[src/rtl/tmr_pkg.sv]
package tmr_pkg;
    localparam int TMR_AW = 3;
    localparam int TMR_SW = 3;

    localparam logic [TMR_AW-1:0] A_CTRL  = 3'd0;
    localparam logic [TMR_AW-1:0] A_LOAD  = 3'd1;
    localparam logic [TMR_AW-1:0] A_COUNT = 3'd2;
    localparam logic [TMR_AW-1:0] A_MATCH = 3'd3;
    localparam logic [TMR_AW-1:0] A_TRIG  = 3'd4;
    localparam logic [TMR_AW-1:0] A_STAT  = 3'd5;
    localparam logic [TMR_AW-1:0] A_IEN   = 3'd6;
    localparam logic [TMR_AW-1:0] A_WEN   = 3'd7;

    localparam int S_MATCH = 0;
    localparam int S_OVF   = 1;
    localparam int S_CAP   = 2;

    // Field layout is fixed by software decoding; bit 0 is at the bottom.
    typedef struct packed {
        logic       pin_out;     // 14
        logic       cap_single;  // 13
        logic       toggle;      // 12
        logic [1:0] trig_sel;    // 11:10
        logic [1:0] cap_edge;    // 9:8
        logic       pin_idle;    // 7
        logic       cmp_en;      // 6
        logic       pre_en;      // 5
        logic [2:0] pre_ratio;   // 4:2
        logic       reload_en;   // 1
        logic       run;         // 0
    } tmr_ctrl_t;

    localparam int CTRL_W = $bits(tmr_ctrl_t);

    typedef enum logic [0:0] {
        ST_IDLE = 1'b0,
        ST_RUN  = 1'b1
    } tmr_state_e;
endpackage

[src/rtl/tmr_prescale.sv]
module tmr_prescale #(
    parameter int RATIO_W = 3
) (
    input  logic               clk,
    input  logic               rst_n,
    input  logic               en_i,
    input  logic               pre_en_i,
    input  logic [RATIO_W-1:0] ratio_i,
    output logic               tick_o
);
    localparam int DW = 1 << RATIO_W;

    logic [DW-1:0] div_q;
    logic [DW-1:0] lim;

    always_comb begin
        if (pre_en_i) lim = {DW{1'b1}} >> (DW - 1 - int'(ratio_i));
        else          lim = '0;
    end

    assign tick_o = en_i && (div_q == lim);

    always_ff @(posedge clk) begin
        if (!rst_n)      div_q <= '0;
        else if (!en_i)  div_q <= '0;
        else if (tick_o) div_q <= '0;
        else             div_q <= div_q + 1'b1;
    end


    pre_gap_chk: assert property (@(posedge clk) disable iff (!rst_n)
        (pre_en_i && tick_o) |=> (!tick_o || !pre_en_i));
endmodule

[src/rtl/tmr_capture.sv]
module tmr_capture #(
    parameter int CNT_W = 32
) (
    input  logic             clk,
    input  logic             rst_n,
    input  logic             pin_i,
    input  logic [1:0]       edge_sel_i,
    input  logic             pin_out_i,
    input  logic             hold_i,
    input  logic [CNT_W-1:0] count_i,
    output logic [CNT_W-1:0] cap_o,
    output logic             take_o
);
    logic s1_q, s2_q, prev_q;
    logic rise, fall;

    assign rise   = s2_q & ~prev_q;
    assign fall   = ~s2_q & prev_q;
    assign take_o = !pin_out_i && !hold_i &&
                    ((edge_sel_i[0] && rise) || (edge_sel_i[1] && fall));

    always_ff @(posedge clk) begin
        if (!rst_n) begin
            s1_q   <= 1'b0;
            s2_q   <= 1'b0;
            prev_q <= 1'b0;
            cap_o  <= '0;
        end else begin
            s1_q   <= pin_i;
            s2_q   <= s1_q;
            prev_q <= s2_q;
            if (take_o) cap_o <= count_i;
        end
    end


    dir_block_chk: assert property (@(posedge clk) disable iff (!rst_n)
        (pin_out_i && $stable(pin_out_i)) |=> $stable(cap_o) || !pin_out_i);
endmodule

[src/rtl/tmr_outpin.sv]
module tmr_outpin (
    input  logic       clk,
    input  logic       rst_n,
    input  logic       ovf_i,
    input  logic       match_i,
    input  logic [1:0] trig_sel_i,
    input  logic       toggle_i,
    input  logic       idle_i,
    output logic       pin_o
);
    logic evt;
    logic pin_q;

    always_comb begin
        unique case (trig_sel_i)
            2'b00:   evt = 1'b0;
            2'b01:   evt = ovf_i;
            2'b10:   evt = ovf_i | match_i;
            default: evt = match_i;
        endcase
    end

    always_ff @(posedge clk) begin
        if (!rst_n)        pin_q <= 1'b0;
        else if (toggle_i) pin_q <= pin_q ^ evt;
        else               pin_q <= evt;
    end

    assign pin_o = idle_i ^ pin_q;


    pulse_clear_chk: assert property (@(posedge clk) disable iff (!rst_n)
        (!toggle_i && !evt) |=> !pin_q);
endmodule

[src/rtl/tmr_core.sv]
module tmr_core
    import tmr_pkg::*;
#(
    parameter int CNT_W   = 32,
    parameter int RATIO_W = 3
) (
    input  logic              clk,
    input  logic              rst_n,
    input  logic              wr_en_i,
    input  logic [TMR_AW-1:0] wr_addr_i,
    input  logic [CNT_W-1:0]  wr_data_i,
    input  logic              cap_pin_i,
    output logic [CNT_W-1:0]  count_o,
    output logic [CNT_W-1:0]  capture_o,
    output logic [TMR_SW-1:0] status_o,
    output logic              evt_pin_o,
    output logic              evt_pin_oe_o,
    output logic              irq_o,
    output logic              wake_o
);
    tmr_ctrl_t         ctrl_q;
    tmr_state_e        state_q, state_d;
    logic [CNT_W-1:0]  cnt_q, load_q, match_q;
    logic [CNT_W-1:0]  cnt_inc, cnt_adv;
    logic [TMR_SW-1:0] stat_q, ien_q, wen_q, stat_clr;
    logic wr_ctrl, wr_load, wr_cnt, wr_match, wr_trig, wr_stat, wr_ien, wr_wen;
    logic run_en, tick, adv, at_top, ovf_evt, match_evt, one_shot_end;
    logic cap_take, cap_hold;

    assign wr_ctrl  = wr_en_i && (wr_addr_i == A_CTRL);
    assign wr_load  = wr_en_i && (wr_addr_i == A_LOAD);
    assign wr_cnt   = wr_en_i && (wr_addr_i == A_COUNT);
    assign wr_match = wr_en_i && (wr_addr_i == A_MATCH);
    assign wr_trig  = wr_en_i && (wr_addr_i == A_TRIG);
    assign wr_stat  = wr_en_i && (wr_addr_i == A_STAT);
    assign wr_ien   = wr_en_i && (wr_addr_i == A_IEN);
    assign wr_wen   = wr_en_i && (wr_addr_i == A_WEN);

    // State register
    always_ff @(posedge clk) begin
        if (!rst_n) state_q <= ST_IDLE;
        else        state_q <= state_d;
    end

    // Next state: launch and halt transitions
    always_comb begin
        state_d = state_q;
        unique case (state_q)
            ST_IDLE: if (ctrl_q.run) state_d = ST_RUN;
            ST_RUN:  if (!ctrl_q.run || one_shot_end) state_d = ST_IDLE;
            default: state_d = ST_IDLE;
        endcase
    end

    // State outputs
    always_comb begin
        run_en = 1'b0;
        unique case (state_q)
            ST_IDLE: run_en = 1'b0;
            ST_RUN:  run_en = 1'b1;
            default: run_en = 1'b0;
        endcase
    end

    tmr_prescale #(.RATIO_W(RATIO_W)) u_pre (
        .clk      (clk),
        .rst_n    (rst_n),
        .en_i     (run_en),
        .pre_en_i (ctrl_q.pre_en),
        .ratio_i  (ctrl_q.pre_ratio),
        .tick_o   (tick)
    );

    assign adv          = tick && !wr_cnt && !wr_trig;
    assign at_top       = (cnt_q == {CNT_W{1'b1}});
    assign cnt_inc      = cnt_q + 1'b1;
    assign ovf_evt      = adv && at_top;
    assign one_shot_end = ovf_evt && !ctrl_q.reload_en;
    assign cnt_adv      = at_top ? (ctrl_q.reload_en ? load_q : '0) : cnt_inc;
    assign match_evt    = adv && ctrl_q.cmp_en && (cnt_adv == match_q);

    always_ff @(posedge clk) begin
        if (!rst_n) begin
            cnt_q   <= '0;
            load_q  <= '0;
            match_q <= '0;
        end else begin
            if (wr_load)  load_q  <= wr_data_i;
            if (wr_match) match_q <= wr_data_i;
            if (wr_cnt)       cnt_q <= wr_data_i;
            else if (wr_trig) cnt_q <= load_q;
            else if (adv)     cnt_q <= cnt_adv;
        end
    end

    always_ff @(posedge clk) begin
        if (!rst_n)            ctrl_q     <= '0;
        else if (wr_ctrl)      ctrl_q     <= tmr_ctrl_t'(wr_data_i[CTRL_W-1:0]);
        else if (one_shot_end) ctrl_q.run <= 1'b0;
    end

    assign cap_hold = ctrl_q.cap_single && stat_q[S_CAP];

    tmr_capture #(.CNT_W(CNT_W)) u_cap (
        .clk        (clk),
        .rst_n      (rst_n),
        .pin_i      (cap_pin_i),
        .edge_sel_i (ctrl_q.cap_edge),
        .pin_out_i  (ctrl_q.pin_out),
        .hold_i     (cap_hold),
        .count_i    (cnt_q),
        .cap_o      (capture_o),
        .take_o     (cap_take)
    );

    tmr_outpin u_pin (
        .clk        (clk),
        .rst_n      (rst_n),
        .ovf_i      (ovf_evt),
        .match_i    (match_evt),
        .trig_sel_i (ctrl_q.trig_sel),
        .toggle_i   (ctrl_q.toggle),
        .idle_i     (ctrl_q.pin_idle),
        .pin_o      (evt_pin_o)
    );

    assign stat_clr = wr_stat ? wr_data_i[TMR_SW-1:0] : '0;

    always_ff @(posedge clk) begin
        if (!rst_n) begin
            stat_q <= '0;
            ien_q  <= '0;
            wen_q  <= '0;
        end else begin
            stat_q <= (stat_q & ~stat_clr) | {cap_take, ovf_evt, match_evt};
            if (wr_ien) ien_q <= wr_data_i[TMR_SW-1:0];
            if (wr_wen) wen_q <= wr_data_i[TMR_SW-1:0];
        end
    end

    assign count_o      = cnt_q;
    assign status_o     = stat_q;
    assign evt_pin_oe_o = ctrl_q.pin_out;
    assign irq_o        = |(stat_q & ien_q);
    assign wake_o       = |(stat_q & wen_q);


    run_needs_ctrl_chk: assert property (@(posedge clk) disable iff (!rst_n)
        (state_q == ST_RUN) |-> $past(ctrl_q.run));


    idle_hold_chk: assert property (@(posedge clk) disable iff (!rst_n)
        (state_q == ST_IDLE && !wr_cnt && !wr_trig) |=> $stable(cnt_q));


    one_shot_chk: assert property (@(posedge clk) disable iff (!rst_n)
        (ovf_evt && !ctrl_q.reload_en) |=> (cnt_q == '0 && state_q == ST_IDLE));


    ovf_flag_chk: assert property (@(posedge clk) disable iff (!rst_n)
        ovf_evt |=> stat_q[S_OVF]);


    cap_flag_chk: assert property (@(posedge clk) disable iff (!rst_n)
        cap_take |=> stat_q[S_CAP]);
endmodule

[config.mk]
export PLATFORM = sky130hd
export DESIGN_NAME = tmr_core
export DESIGN_NICKNAME = d
export VERILOG_FILES = /design/src/rtl/tmr_pkg.sv /design/src/rtl/tmr_prescale.sv /design/src/rtl/tmr_capture.sv /design/src/rtl/tmr_outpin.sv /design/src/rtl/tmr_core.sv
export SDC_FILE = /design/constraint.sdc
export NUM_CORES = 1
export LEC_CHECK = 0
export BUFFER_PORTS_ARGS = -buffer_cell sky130_fd_sc_hd__buf_2
export CORE_MARGIN = 2
export CORE_UTILIZATION = 53
export DETAILED_ROUTE_END_ITERATION = 8
export GPL_TIMING_DRIVEN = 0
export HOLD_SLACK_MARGIN = 0.03
export PLACE_DENSITY_LB_ADDON = 0.3
export SLEW_MARGIN = 15
export SYNTH_ARGS = -nofsm -noshare
export SYNTH_HDL_FRONTEND = slang
export SYNTH_SLANG_ARGS = --single-unit
[constraint.sdc]
create_clock -name clk -period 3.05 [get_ports clk]
set_clock_uncertainty 0.15 [all_clocks]
set_input_delay 0.61 -clock clk [delete_from_list [all_inputs] [get_ports clk]]
set_output_delay 0.61 -clock clk [all_outputs]
set_load 0.01 [all_outputs]
==> results by group <==
Synthesis
  • Avg Synthesized Cell Area: 7.82 um2
  • Synth Cell Area: 8600 um2
  • Cell count after synthesis: 1100
  • Async S/R FF share, synth: 0
  • Yosys warns: 0
  • Synth cell types: 61
  • Synthesized Nets: around 1.1k
  • Post-synth top area cell: dfxtp_1
  • Synthesized flop and latch total: 165
  • Yosys top cell area share: 0.384
  • Post-synth EDFFs: 0
  • Seq/Total Area, Yosys: 0.384
  • Top_reg_cell synth: dfxtp_1
  • Largest cells by area after synthesis: dfxtp_1 (38%), nand2_1 (12%), a21boi_0 (11%), clkbuf_1 (3.1%), xnor2_1 (2.9%)

Floorplanning
  • Std-Cell Rows: 46
  • Initial Utilization: 0.541
  • Core ar.: 15900 um2
  • Die span in y: 131 um
  • Die Width: around 130 um
  • I/O pins: 110
  • Die area: 17300 um2

Final layout
  • Final net count: roughly 1.3k
  • Area of the multi-input gates: 5140 um2
  • Layout Cells excl Fill: 1482
  • Most frequent cells in the layout: nand2_1 (281), dfxtp_1 (139), a21boi_0 (120), buf_2 (107), clkbuf_1 (54)
  • Layout cells sized above 1: 0.209
  • Reg area: 3360 um2
  • Commonest non-fill, non-tap cell in the layout: nand2_1
  • Synth-to-Final Area Change: 24.2%
  • Ant. Diodes: 0
  • Filler cells: 1396

Setup path
  • CP max-delay cell: or4_4
  • Crit-path max cell delay: 560 ps
  • Critical Path End Type: flop
  • CP Class: reg -> reg
  • Worst Path Max Fanout: 6
  • CP Launch Type: flop
  • Worst Path Arrival: 3360 ps
  • Critical Path RT: 3270 ps
  • Sequence of cells on the critical path: buf_6, nand4_4, or3_4, buf_4, o21ai_2, mux2i_4, xnor2_2, or4_4, nor4_4, nand3_1, a21boi_1

Power
  • Gate power share: 0.083
  • Flop pwr share: 0.448
  • Sw Pwr: 1.22 mW
  • Leak: 3.92 nW
  • Int Pwr: 3.78 mW
  • Switching Fraction: 0.244
  • Clock power frac: 0.469
  • IR drop worst, VDD: 0.386 mV
  • Pwr dens: 468 nW/um2

STA
  • Period utilization: 1.03
  • Hold Violations, Final: 0
  • Setup Viol. Count Final: 2
  • RSZ-0062 raised after global routing: true
  • Crit path setup slack, layout: -95.8 ps
  • Fmax: ~320 MHz
  • Slew @ Worst Pin: 987 ps
  • Clock period minus worst slack: 3150 ps
  • Max-slew violation count: 0
  • Relative slew slack: 0.337

Detailed routing
  • Vias: 9110
  • WL/cell: 20.9 um
  • Initial DRT Pass Iterations: 6
  • Residual DRC: 0
  • DRT iter0 DRCs: 1037
  • Via/cell ratio: 6.15
  • Routed Antenna Nets: 0
  • Detailed-route wire length: 30900 um

Global routing
  • Largest net degree at the start of global routing: 17
  • Global-route wire length before repair: roughly 46000 um
  • Vias in the first global route: ~8.3k
  • GRT Util Overall: 0.346
  • Initial antenna violation count: 0
  • GRT overflow: 0

Clock tree
  • Clock-pin slew on the worst setup and hold paths: roughly 60 ps
  • Hold buffers post-CTS: 0
  • CTS root buf: clkbuf_16
  • TritonCTS buffer count: 17
  • Clock buffer depth: 2
  • H-tree depth: 4
  • CTS tree: yes
  • Clock Sinks: 165
  • Clk_lat worst skew: approximately 440 ps

Run status
  • Failing checks: negative setup slack
  • Outcome: finished with violations

Place
  • Setup WS pre-CTS: -729 ps
  • Dpl cells: ~1.4k
  • GPL Wtd Cong: 1.03
  • Port buffer count: 106
  • DP HPWL: 22300 um

Min path
  • Hold Crit Class: in -> reg

Job
  • Max cap viols: 0
## state kept, by name, indices dropped and copies added (netlist names)
| register | flops |
|---|---|
| count_o | 32 |
| load_q | 32 |
| match_q | 32 |
| u_cap.cap_o | 32 |
| ctrl_q | 14 |
| u_pre.div_q | 8 |
| ien_q | 3 |
| status_o | 3 |
| wen_q | 3 |
| evt_pin_oe_o | 1 |
| state_q | 1 |
| u_cap.prev_q | 1 |
| u_cap.s1_q | 1 |
| u_cap.s2_q | 1 |
| u_pin.pin_q | 1 |
## power groups by stage
stage | logic, mW | clock network [mW] | registers [mW]
floorplan | 0.207 | 0 | 2.28
global placement | 0.357 | 0 | 2.29
detailed placement | 0.361 | 0 | 2.29
CTS | 0.394 | 2.34 | 2.24
global route | 0.439 | 2.44 | 2.24
finish | 0.416 | 2.35 | 2.24
## worst paths after layout
check | cells after the start | from | slack, ps | end
max | 11 | count_o[26]$_SDFFE_PN0P_ | -100 | status_o[0]$_SDFF_PN0_
min | 2 | cap_pin_i | 230 | u_cap.s1_q$_SDFF_PN0_
max reg2reg | 11 | count_o[26]$_SDFFE_PN0P_ | -100 | status_o[0]$_SDFF_PN0_
min reg2reg | 1 | u_cap.s1_q$_SDFF_PN0_ | 290 | u_cap.s2_q$_SDFF_PN0_
## worst max-delay path: cells and delay by family, from the launching register on
| family | cells | cell delay [ps] |
|---|---|---|
| mux | 1 | 100 |
| xor+xnor | 1 | 180 |
| simple gates | 5 | 1670 |
| buf+inv | 2 | 300 |
| flops | 1 | 330 |
| compound gates | 2 | 340 |
## stage by stage
step	power (mW)	setup TNS (ps)	area, um2	hold WS [ps]	util
floorplan	2.48	0	8620	262	-
global placement	2.64	-15070	9420	263	0.593
global route	5.12	-327	10700	233	0.673
detailed placement	2.65	-15700	9430	273	0.593
CTS	4.98	-74.5	10500	230	0.660
finish	5.00	-188	10700	231	0.673
## cell families after synthesis
group | share of synthesized area
AOI/OAI and AO/OA | 0.230
buffers and inverters | 0.0451
adders and majority gates | 0.00291
muxes | 0.0153
xor gates and xnor gates | 0.0560
and+or+nand+nor | 0.267
DFF | 0.384
## synth_stat cells, types with 3 or more instances
cell type,number
and3_1,7
a21oi_1,47
xor2_1,27
nand3_1,29
nor2_1,46
nor3_1,27
a211oi_1,12
o21ai_0,16
a221oi_1,10
a31oi_1,6
buf_2,10
o22ai_1,4
dfxtp_1,165
and4_1,6
nand2b_1,8
a21boi_0,121
or2_2,3
nor4_1,9
mux2i_1,12
nand2_1,281
inv_1,15
nand4_1,15
a32oi_1,4
clkbuf_1,71
o211ai_1,15
o221ai_1,10
nand4_2,3
or3_1,3
xnor2_1,28
nor3b_1,4
o2111ai_1,6
nor2b_1,28
and2_1,4
a22oi_1,6
o311ai_0,4
nand3b_1,5
## metal layers
metal  wire (um)  vias to the layer above  track usage
met5           0                        -            0
li1            -                     4139            -
met2       13300                      599        0.528
met3        3610                      130       0.0818
met4        1460                        0        0.171
met1       12500                     4242        0.461
## layout make-up
type,count,area share
flip-flops and latches,165,0.314
multi-input cells,837,0.481
clock inverters,11,0.0163
inverters,15,0.00527
plain buffers,77,0.0385
clock buffers,20,0.0437
repair buffers,141,0.0759
well taps,216,0.0253
## timing repair
| item | CTS | global route |
|---|---|---|
| pin swaps | 14 | 17 |
| buffers inserted | 23 | 11 |
| resized for setup | 83 | 36 |
| setup endpoints to repair | 32 | 32 |
(Power assumes the default switching activity.)
